==> src/rtl/i2c_regbank_pkg.sv <==
// Shared types for the I2C register-bank slave.
// Assumes: nothing beyond IEEE 1800-2017 packages.
package i2c_regbank_pkg;

    // Protocol sequencer states.
    typedef enum logic [2:0] {
        ST_IDLE,
        ST_RX,
        ST_ACK,
        ST_TX,
        ST_MACK
    } state_t;

    // Meaning of the byte currently being received.
    typedef enum logic [1:0] {
        K_ADDR,
        K_SUB,
        K_DATA
    } kind_t;

    // Synchronized line levels and the events derived from them.
    typedef struct packed {
        logic scl;
        logic sda;
        logic rise;
        logic fall;
        logic start;
        logic stop;
    } line_ev_t;

endpackage

==> src/rtl/i2c_regbank_sync.sv <==
// Synchronizes SCL and SDA and reports SCL edges plus start and stop events.
// Assumes: both lines idle high; each SCL phase lasts several clk periods.
module i2c_regbank_sync
    import i2c_regbank_pkg::*;
#(
    parameter int STAGES = 2
) (
    input  logic     clk,
    input  logic     rst_n,
    input  logic     scl_i,
    input  logic     sda_i,
    output line_ev_t ev
);

    localparam int DEPTH = STAGES + 1;

    logic [DEPTH-1:0] scl_q;
    logic [DEPTH-1:0] sda_q;

    // Shift both lines through the synchronizer plus one history flop.
    always_ff @(posedge clk) begin
        if (!rst_n) begin
            scl_q <= '1;
            sda_q <= '1;
        end else begin
            scl_q <= {scl_q[DEPTH-2:0], scl_i};
            sda_q <= {sda_q[DEPTH-2:0], sda_i};
        end
    end

    // Decode events from the current and previous synchronized samples.
    always_comb begin
        ev.scl   = scl_q[STAGES-1];
        ev.sda   = sda_q[STAGES-1];
        ev.rise  = scl_q[STAGES-1] & ~scl_q[STAGES];
        ev.fall  = ~scl_q[STAGES-1] & scl_q[STAGES];
        ev.start = scl_q[STAGES-1] & scl_q[STAGES] & sda_q[STAGES] & ~sda_q[STAGES-1];
        ev.stop  = scl_q[STAGES-1] & scl_q[STAGES] & ~sda_q[STAGES] & sda_q[STAGES-1];
    end

endmodule

==> src/rtl/i2c_regbank_store.sv <==
// Byte register array with one write port, plus the constant identification string.
// Assumes: rpos is always below ID_LEN; the first string character sits in the top byte.
module i2c_regbank_store #(
    parameter int                  NUM_REGS = 8,
    parameter int                  ID_LEN   = 4,
    parameter logic [8*ID_LEN-1:0] ID_STR   = "RBK1",
    localparam int                 IDX_W    = $clog2(NUM_REGS),
    localparam int                 POS_W    = $clog2(ID_LEN)
) (
    input  logic                  clk,
    input  logic                  rst_n,
    input  logic                  we,
    input  logic [IDX_W-1:0]      widx,
    input  logic [7:0]            wdata,
    input  logic                  sel_id,
    input  logic [IDX_W-1:0]      ridx,
    input  logic [POS_W-1:0]      rpos,
    output logic [7:0]            rdata,
    output logic [NUM_REGS*8-1:0] regs_flat
);

    logic [7:0] regs [NUM_REGS];

    // Store one byte per write strobe.
    always_ff @(posedge clk) begin
        if (!rst_n) begin
            for (int i = 0; i < NUM_REGS; i++) regs[i] <= '0;
        end else if (we) begin
            regs[widx] <= wdata;
        end
    end

    // Present the array as a flat bus for the host logic.
    for (genvar g = 0; g < NUM_REGS; g++) begin : g_flat
        assign regs_flat[g*8 +: 8] = regs[g];
    end

    // Select the byte for the next transmit: string character or register.
    always_comb begin
        if (sel_id) rdata = ID_STR[8*(ID_LEN-1-int'(rpos)) +: 8];
        else        rdata = regs[ridx];
    end

endmodule

==> src/rtl/i2c_regbank_fsm.sv <==
// Byte-level I2C slave sequencer: address match, sub-address, write, read, acknowledge.
// Assumes: events come from i2c_regbank_sync; NUM_REGS is a power of two.
module i2c_regbank_fsm
    import i2c_regbank_pkg::*;
#(
    parameter logic [6:0] DEV_ADDR = 7'h6B,
    parameter int         NUM_REGS = 8,
    parameter int         ID_LEN   = 4,
    localparam int        IDX_W    = $clog2(NUM_REGS),
    localparam int        POS_W    = $clog2(ID_LEN)
) (
    input  logic             clk,
    input  logic             rst_n,
    input  line_ev_t         ev,
    input  logic [7:0]       rdata,
    output logic             we,
    output logic [IDX_W-1:0] widx,
    output logic [7:0]       wdata,
    output logic             sel_id,
    output logic [IDX_W-1:0] ridx,
    output logic [POS_W-1:0] rpos,
    output logic             sda_oe
);

    state_t           state;
    kind_t            kind;
    logic [3:0]       bitcnt;
    logic [7:0]       shreg;
    logic             rd, oe, macked;
    logic             wr_act, sub_got, data_seen;
    logic             cur_id, base_id;
    logic [IDX_W-1:0] cur_idx, base_idx;
    logic [POS_W-1:0] cur_pos;
    logic [POS_W-1:0] nxt_pos;
    logic             byte_done;

    // Next string position with wrap, and the end-of-byte condition.
    always_comb begin
        nxt_pos   = (cur_pos == POS_W'(ID_LEN-1)) ? '0 : cur_pos + 1'b1;
        byte_done = ev.fall && (bitcnt == 4'd8);
    end

    // Write strobe: a completed data byte aimed at register space.
    always_comb begin
        we     = (state == ST_RX) && (kind == K_DATA) && byte_done && !cur_id;
        widx   = cur_idx;
        wdata  = shreg;
        sel_id = cur_id;
        ridx   = cur_idx;
        rpos   = cur_pos;
        sda_oe = oe;
    end

    // Protocol sequencer.
    always_ff @(posedge clk) begin
        if (!rst_n) begin
            state     <= ST_IDLE;
            kind      <= K_ADDR;
            bitcnt    <= '0;
            shreg     <= '0;
            rd        <= 1'b0;
            oe        <= 1'b0;
            macked    <= 1'b0;
            wr_act    <= 1'b0;
            sub_got   <= 1'b0;
            data_seen <= 1'b0;
            cur_id    <= 1'b0;
            cur_idx   <= '0;
            cur_pos   <= '0;
            base_id   <= 1'b0;
            base_idx  <= '0;
        end else if (ev.start || ev.stop) begin
            if (wr_act && sub_got && !data_seen) begin
                base_id  <= cur_id;
                base_idx <= cur_idx;
            end
            wr_act    <= 1'b0;
            sub_got   <= 1'b0;
            data_seen <= 1'b0;
            rd        <= 1'b0;
            oe        <= 1'b0;
            bitcnt    <= '0;
            shreg     <= '0;
            kind      <= K_ADDR;
            state     <= ev.start ? ST_RX : ST_IDLE;
        end else begin
            case (state)
                ST_RX: begin
                    if (ev.rise) begin
                        shreg  <= {shreg[6:0], ev.sda};
                        bitcnt <= bitcnt + 4'd1;
                    end else if (byte_done) begin
                        bitcnt <= '0;
                        case (kind)
                            K_ADDR: begin
                                if (shreg[7:1] == DEV_ADDR) begin
                                    rd     <= shreg[0];
                                    wr_act <= !shreg[0];
                                    oe     <= 1'b1;
                                    state  <= ST_ACK;
                                    if (shreg[0]) begin
                                        cur_id  <= base_id;
                                        cur_idx <= base_idx;
                                        cur_pos <= '0;
                                    end
                                end else begin
                                    state <= ST_IDLE;
                                end
                            end
                            K_SUB: begin
                                cur_id  <= (shreg == 8'd0);
                                cur_idx <= shreg[IDX_W-1:0];
                                cur_pos <= '0;
                                sub_got <= 1'b1;
                                oe      <= 1'b1;
                                state   <= ST_ACK;
                            end
                            default: begin
                                if (cur_id) cur_pos <= nxt_pos;
                                else        cur_idx <= cur_idx + 1'b1;
                                data_seen <= 1'b1;
                                oe        <= 1'b1;
                                state     <= ST_ACK;
                            end
                        endcase
                    end
                end
                ST_ACK: begin
                    if (ev.fall) begin
                        if (rd) begin
                            oe     <= ~rdata[7];
                            shreg  <= {rdata[6:0], 1'b0};
                            bitcnt <= 4'd1;
                            state  <= ST_TX;
                        end else begin
                            oe     <= 1'b0;
                            bitcnt <= '0;
                            kind   <= (kind == K_ADDR) ? K_SUB : K_DATA;
                            state  <= ST_RX;
                        end
                    end
                end
                ST_TX: begin
                    if (ev.fall) begin
                        if (bitcnt == 4'd8) begin
                            oe    <= 1'b0;
                            state <= ST_MACK;
                            if (cur_id) cur_pos <= nxt_pos;
                            else        cur_idx <= cur_idx + 1'b1;
                        end else begin
                            oe     <= ~shreg[7];
                            shreg  <= {shreg[6:0], 1'b0};
                            bitcnt <= bitcnt + 4'd1;
                        end
                    end
                end
                ST_MACK: begin
                    if (ev.rise) begin
                        macked <= ~ev.sda;
                    end else if (ev.fall) begin
                        if (macked) begin
                            oe     <= ~rdata[7];
                            shreg  <= {rdata[6:0], 1'b0};
                            bitcnt <= 4'd1;
                            state  <= ST_TX;
                        end else begin
                            state <= ST_IDLE;
                        end
                    end
                end
                default: state <= ST_IDLE;
            endcase
        end
    end

endmodule

==> src/rtl/i2c_regbank.sv <==
// Top of the I2C register-bank slave: synchronizer, sequencer and storage.
// Assumes: the pad turns sda_oe into an open-drain pull-down; clk is much faster than SCL.
module i2c_regbank
    import i2c_regbank_pkg::*;
#(
    parameter logic [6:0]          DEV_ADDR    = 7'h6B,
    parameter int                  NUM_REGS    = 8,
    parameter int                  ID_LEN      = 4,
    parameter logic [8*ID_LEN-1:0] ID_STR      = "RBK1",
    parameter int                  SYNC_STAGES = 2,
    localparam int                 IDX_W       = $clog2(NUM_REGS),
    localparam int                 POS_W       = $clog2(ID_LEN)
) (
    input  logic                  clk,
    input  logic                  rst_n,
    input  logic                  scl_i,
    input  logic                  sda_i,
    output logic                  sda_oe,
    output logic [NUM_REGS*8-1:0] reg_out
);

    line_ev_t         ev;
    logic             we, sel_id;
    logic [IDX_W-1:0] widx, ridx;
    logic [POS_W-1:0] rpos;
    logic [7:0]       wdata, rdata;

    i2c_regbank_sync #(
        .STAGES (SYNC_STAGES)
    ) u_sync (
        .clk   (clk),
        .rst_n (rst_n),
        .scl_i (scl_i),
        .sda_i (sda_i),
        .ev    (ev)
    );

    i2c_regbank_fsm #(
        .DEV_ADDR (DEV_ADDR),
        .NUM_REGS (NUM_REGS),
        .ID_LEN   (ID_LEN)
    ) u_fsm (
        .clk    (clk),
        .rst_n  (rst_n),
        .ev     (ev),
        .rdata  (rdata),
        .we     (we),
        .widx   (widx),
        .wdata  (wdata),
        .sel_id (sel_id),
        .ridx   (ridx),
        .rpos   (rpos),
        .sda_oe (sda_oe)
    );

    i2c_regbank_store #(
        .NUM_REGS (NUM_REGS),
        .ID_LEN   (ID_LEN),
        .ID_STR   (ID_STR)
    ) u_store (
        .clk       (clk),
        .rst_n     (rst_n),
        .we        (we),
        .widx      (widx),
        .wdata     (wdata),
        .sel_id    (sel_id),
        .ridx      (ridx),
        .rpos      (rpos),
        .rdata     (rdata),
        .regs_flat (reg_out)
    );

endmodule

==> config.mk <==
export PLATFORM = sky130hd
export DESIGN_NAME = i2c_regbank
export DESIGN_NICKNAME = d
export VERILOG_FILES = /design/src/rtl/i2c_regbank_pkg.sv /design/src/rtl/i2c_regbank_sync.sv /design/src/rtl/i2c_regbank_store.sv /design/src/rtl/i2c_regbank_fsm.sv /design/src/rtl/i2c_regbank.sv
export SDC_FILE = /design/constraint.sdc
export NUM_CORES = 1
export LEC_CHECK = 0
export BUFFER_PORTS_ARGS = -buffer_cell sky130_fd_sc_hd__buf_2
export CORE_UTILIZATION = 34
export CTS_CLUSTER_SIZE = 40
export DETAILED_ROUTE_END_ITERATION = 10
export GPL_TIMING_DRIVEN = 0
export SLEW_MARGIN = 20
export SYNTH_ARGS = -nofsm -noshare
export SYNTH_HDL_FRONTEND = slang
export SYNTH_SLANG_ARGS = --single-unit
==> constraint.sdc <==
create_clock -name clk -period 2.2 [get_ports clk]
set_clock_uncertainty 0.15 [all_clocks]
set_input_delay 0.44 -clock clk [delete_from_list [all_inputs] [get_ports clk]]
set_output_delay 0.44 -clock clk [all_outputs]
set_load 0.005 [all_outputs]
== After elaboration in Yosys (flattened, before gate mapping) ==
Memory sizes are Yosys's and may differ from the RTL's. A register that Yosys moved wholly into a read port is not among the register bits.
Index checks and enable logic that the tools add are counted.

* Logic and storage cells: 181
* Memories: 1
* Output and inout bits: 65
* Latch bits: 0
* Flip-flop bits (word level): 39
* Memory bits (writable): 64
* Input bits: 4
* Memory bits (read-only): 0

{| class="wikitable"
|+ Memories
! memory !! depth !! width !! read ports !! clocked after Yosys merged registers in !! write ports !! RTL line !! source
|-
| u_store.regs || 8 || 8 || 9 || 1 || 8 || i2c_regbank_store.sv:22 || <nowiki>logic [7:0] regs [NUM_REGS];</nowiki>
|}

* Muxes and demuxes: 78
* Shifts and indexed selects: 1
* Equality and inequality tests: 32
* Reduce and logical (&&, ||, !) cells: 30
* Order comparisons: 0
* Add/sub/neg operators: 4
* Div/mod/pow operators: 0
* Bitwise operators: 18
* Multipliers: 0

{| class="wikitable"
|+ Operator list
! cell !! number
|-
| 8-bit two-way mux || 10
|-
| 3-bit two-way mux || 18
|-
| 4-bit two-way mux || 8
|-
| 8-bit one-hot mux with 4 select lines || 1
|-
| 32-bit by 32-bit variable part select with 8-bit output, first input constant || 1
|-
| 2-bit two-way mux || 13
|-
| 1-bit two-way mux || 20
|-
| 2-bit by 1-bit != test with 1-bit output, second input constant || 9
|-
| 9-bit AND reduction || 2
|-
| 4-bit one-hot mux with 4 select lines || 1
|-
| 8-bit AND reduction || 2
|-
| 7-bit AND reduction || 2
|-
| 3-bit by 1-bit != test with 1-bit output, second input constant || 4
|-
| 3-bit by 2-bit != test with 1-bit output, second input constant || 4
|-
| 3-bit one-hot mux with 2 select lines || 2
|-
| 3-bit one-hot mux with 4 select lines || 1
|-
| 1-bit NOT || 11
|-
| 8-bit zero test || 1
|-
| 2-bit != test, second input constant || 4
|-
| 2-bit one-hot mux with 2 select lines || 2
|-
| 4-bit AND reduction || 2
|-
| 8-bit OR reduction || 1
|-
| 1-bit AND || 7
|-
| 7-bit equality test, second input constant || 1
|-
| other kinds (23) || 36
|}

== Longest topological paths before layout ==
* Depth after elaboration: 10
* Depth in mapped cells: 8
* Gate-level depth less buffers: 7

== By module ==
A second synthesis with hierarchy kept.

* Cell total of the unflattened synthesis: 499
* Area total of the unflattened synthesis: 5,594.1 um^2

{| class="wikitable"
|+ Modules (own cells, without submodules)
! module !! seq. area each (um^2) !! cells an instance !! area an instance (um^2) !! instances
|-
| i2c_regbank_store || 1,921.8 || 217 || 3,136.8 || 1
|-
| i2c_regbank_fsm || 660.6 || 264 || 2,252.2 || 1
|-
| i2c_regbank_sync || 120.1 || 18 || 205.2 || 1
|}

== Least setup slack after synthesis ==
No wires, ideal clock.

* Path type: register to register
* From: register u_fsm.bitcnt[0]
* To: memory u_store.regs[3][0], enable pin
* Setup slack: -0.220 ns
* Library setup time: 0.384 ns
* Period minus slack after synthesis: 2.420 ns
* Arrival time: 1.886 ns
* Cell stages (with the launch flop): 8
* Data required time: 1.666 ns
* Buffers on the path: 1
* Cell sequence: dfxtp_1 inv_1 ha_1 and4bb_2 nand4_1 or2_1 clkbuf_1 o21ai_0

{| class="wikitable"
|+ RTL lines
! item !! RTL line !! source
|-
| from (decl) || i2c_regbank_fsm.sv:27 || <nowiki>logic [3:0] bitcnt;</nowiki>
|-
| from (signal assigned) || i2c_regbank_fsm.sv:91 || <nowiki>bitcnt <= bitcnt + 4'd1;</nowiki>
|-
| from (signal assigned) || i2c_regbank_fsm.sv:153 || <nowiki>bitcnt <= bitcnt + 4'd1;</nowiki>
|-
| to (decl) || i2c_regbank_store.sv:22 ||
|}

==> metrics.txt <==
post-synth top area share 36.1%; grt ovf 0; crit path launch type flip-flop; Post-route DRC 0; Area Overhead vs Synth 25.6%; DR pass1 iterations 5; leak pwr 0.00242 uW; vias post-DR 4229; hold path depth 2; Avg WL per Cell 19.0 um; initial DRC count 267; Core Area 15300 um^2; FF-to-FF Start u_fsm.bitcnt[0]$_SDFFE_PP0P_; Placer Congestion 0.857; Root Driver clkbuf_16; Pwr Density 664 nW/um^2; DP HPWL 10.9 mm; setup ws final -0.0471 ns; setup_tns -0.842 ns; capturing point of the worst reg2reg path u_store.regs[3][4]$_SDFFCE_PN0P_; DP Area 5940 um^2; Yosys warning count 0; RSZ-0062 raised after global routing yes; failing checks negative setup slack; Sink Count 106; final total power 4450 uW; final setup fails 32; HP Start scl_i; PortBufs 68; Initial Utilization 34.9%; CTS tree yes; main flop type after synthesis edfxtp_1; Setup crit start u_fsm.bitcnt[0]$_SDFFE_PP0P_; Yosys reg bits 106; Yosys cell types 61; Worst Hold Class input pin to flip-flop; Cells after DPL 760; vias in the first global route 4103; initial antenna violation count 0; Syn Area/Cell 11.1 um^2; die area 16200 um^2; async set-or-reset flop fraction in the synthesized netlist 0%; crit path capture type flip-flop; Post-Syn Area 5330 um^2; met2 wire length 7.33 mm; Synth Instances 481; layout cells sized above 1 28.4%; crit path kind flip-flop to flip-flop; WL final 15.2 mm; WP data required 2.13 ns; Arr. time, crit path 2.18 ns; hold_buf cts 0; Slew headroom 34.2%; Worst-Skew Late Latency 0.36 ns; dominant cells by area after synthesis edfxtp_1 (36%), dfxtp_1 (16%), and2_1 (7.5%), mux4_1 (4.4%), nor2_1 (2.5%); uppermost routed layer met4; R2R Setup Slk -0.05 ns; Hold Path Sink u_sync.scl_q[0]$_SDFF_PN1_; GRT Resource Usage Total 19.3%; CTS clk-pin slew, worst paths 0.08 ns; Syn Nets 491; num ports 69; largest net degree at the start of global routing 20; final hold vios 0; most frequent cells in the layout buf_2 (71), and2_1 (64), edfxtp_1 (64); Final Cycle Share 102%; commonest non-fill, non-tap cell in the layout buf_2; first-pass GRT wire length 23.3 mm; Critical Path Fanout Max 8; num rows 45; clock buffer count from CTS 9; wire length on met3 783 um; R2R depth 8; Die Y-Extent 127 um; htree depth 3; run status finished with violations; Seq/Total Area, Yosys 51.8%; Via-to-Cell Ratio 5.30; Antenna Diode Count 0; final antenna-violating net count 0; number of max-cap violations 0; worst vdd rail ir drop 384 uV; non-filler cells, final 798; Die X 127 um; minimum clock period 2.25 ns; Worst Tran Pin Value 0.986 ns; CTS Buffer Depth 2; final instance area 6700 um^2; Max Clock Freq 0.445 GHz; EDFF count, synth 64; M1 WL 6.82 mm; fin nets 592; Final Max Slew Viols 0; Synth area leader edfxtp_1; WHS 0.113 ns
kinds of logic (layout without fill, tap and decap cells):
group | count (synthesis) | after routing | synth area share (%)
AND/OR/NAND/NOR | 198 | 198 | 21.5
multiplexers | 27 | 27 | 8.99
adder cells (fa/ha/maj) | 6 | 6 | 1.41
AO/OA/AOI/OAI | 98 | 98 | 12.0
buffers and inverters | 43 | 149 | 3.80
flip-flops | 106 | 106 | 51.8
XOR/XNOR | 3 | 3 | 0.493
cell usage after synthesis (all sizes together), types with 4 or more instances:
| cell | instances |
|---|---|
| and2 | 64 |
| edfxtp | 64 |
| dfxtp | 42 |
| nor2 | 35 |
| a21oi | 27 |
| o21ai | 21 |
| clkbuf | 19 |
| nand2b | 19 |
| nor3 | 18 |
| buf | 14 |
| mux4 | 14 |
| nand2 | 14 |
| mux2i | 13 |
| nor2b | 12 |
| inv | 10 |
| o22ai | 10 |
| a211oi | 8 |
| a31oi | 7 |
| ha | 6 |
| nand3 | 6 |
| o31ai | 4 |
critical path, stage by stage (launching register included):
cell,delay (ns)
dfxtp_2,0.33
inv_2,0.07
ha_4,0.14
and4bb_2,0.27
nand4_1,0.20
or2_4,0.36
buf_4,0.16
o21ai_4,0.14
buf_12,0.15
state kept, by name, summed over array words and instances, names as in the netlist, named ones only:
signal,flops
u_fsm.wr_act,1
u_fsm.rpos,2
u_fsm.base_id,1
u_fsm.ridx,3
u_fsm.sub_got,1
u_fsm.sel_id,1
u_sync.sda_q,3
u_sync.scl_q,3
u_fsm.sda_oe,1
u_fsm.kind,2
u_fsm.wdata,8
u_fsm.rd,1
u_fsm.data_seen,1
u_fsm.base_idx,3
u_fsm.bitcnt,4
u_fsm.state,3
u_store.regs,64
u_fsm.macked,1
how the worst max path moves through the flow:
stage | to | slack (ns) | cells after the start
after floorplan | u_store.regs[3][0]$_SDFFCE_PN0P_ | -0.22 | 7
after detailed placement | u_store.regs[0][1]$_SDFFCE_PN0P_ | -0.69 | 7
after CTS | u_store.regs[1][7]$_SDFFCE_PN0P_ | -0.07 | 7
after global routing | u_store.regs[1][7]$_SDFFCE_PN0P_ | -0.09 | 7
after global placement | u_store.regs[7][1]$_SDFFCE_PN0P_ | -0.88 | 7
final | u_store.regs[3][4]$_SDFFCE_PN0P_ | -0.05 | 8
metrics by stage:
stage               setup slack [ns]  util (%)
floorplan                     -0.220         -
global placement              -0.879      38.9
detailed placement            -0.686      38.9
CTS                          -0.0671      42.2
global route                 -0.0879      43.9
finish                       -0.0471      43.9
final cells by class:
cell class	instances	area (um^2)
clock inverters	7	105
fillers	1417	8560
well taps	211	264
repair buffers	92	569
clock buffers	9	225
multi-input cells	332	2550
inverters	10	37.5
flip-flops and latches	106	2770
plain buffers	31	174
what timing repair did:
item,4_1_cts,5_1_grt
buffers inserted,6,18
resized for setup,30,29
setup endpoints to repair,133,104
pin swaps,6,8
per-layer routing:
layer / GRT usage, % / up-vias
met5: 0 / -
met4: 7.35 / 0
met3: 2.60 / 17
met2: 31.7 / 134
met1: 25.9 / 2098
li1: - / 1980
where the power goes:
part / internal (uW) / total (uW) / switching [uW] / leakage, uW
Combinational: 163 / 392 / 229 / 0.00131
Clock: 1020 / 1810 / 796 / 0.000159
Sequential: 2180 / 2240 / 59.4 / 0.000948
No activity file was read; power rests on OpenSTA's default activity.
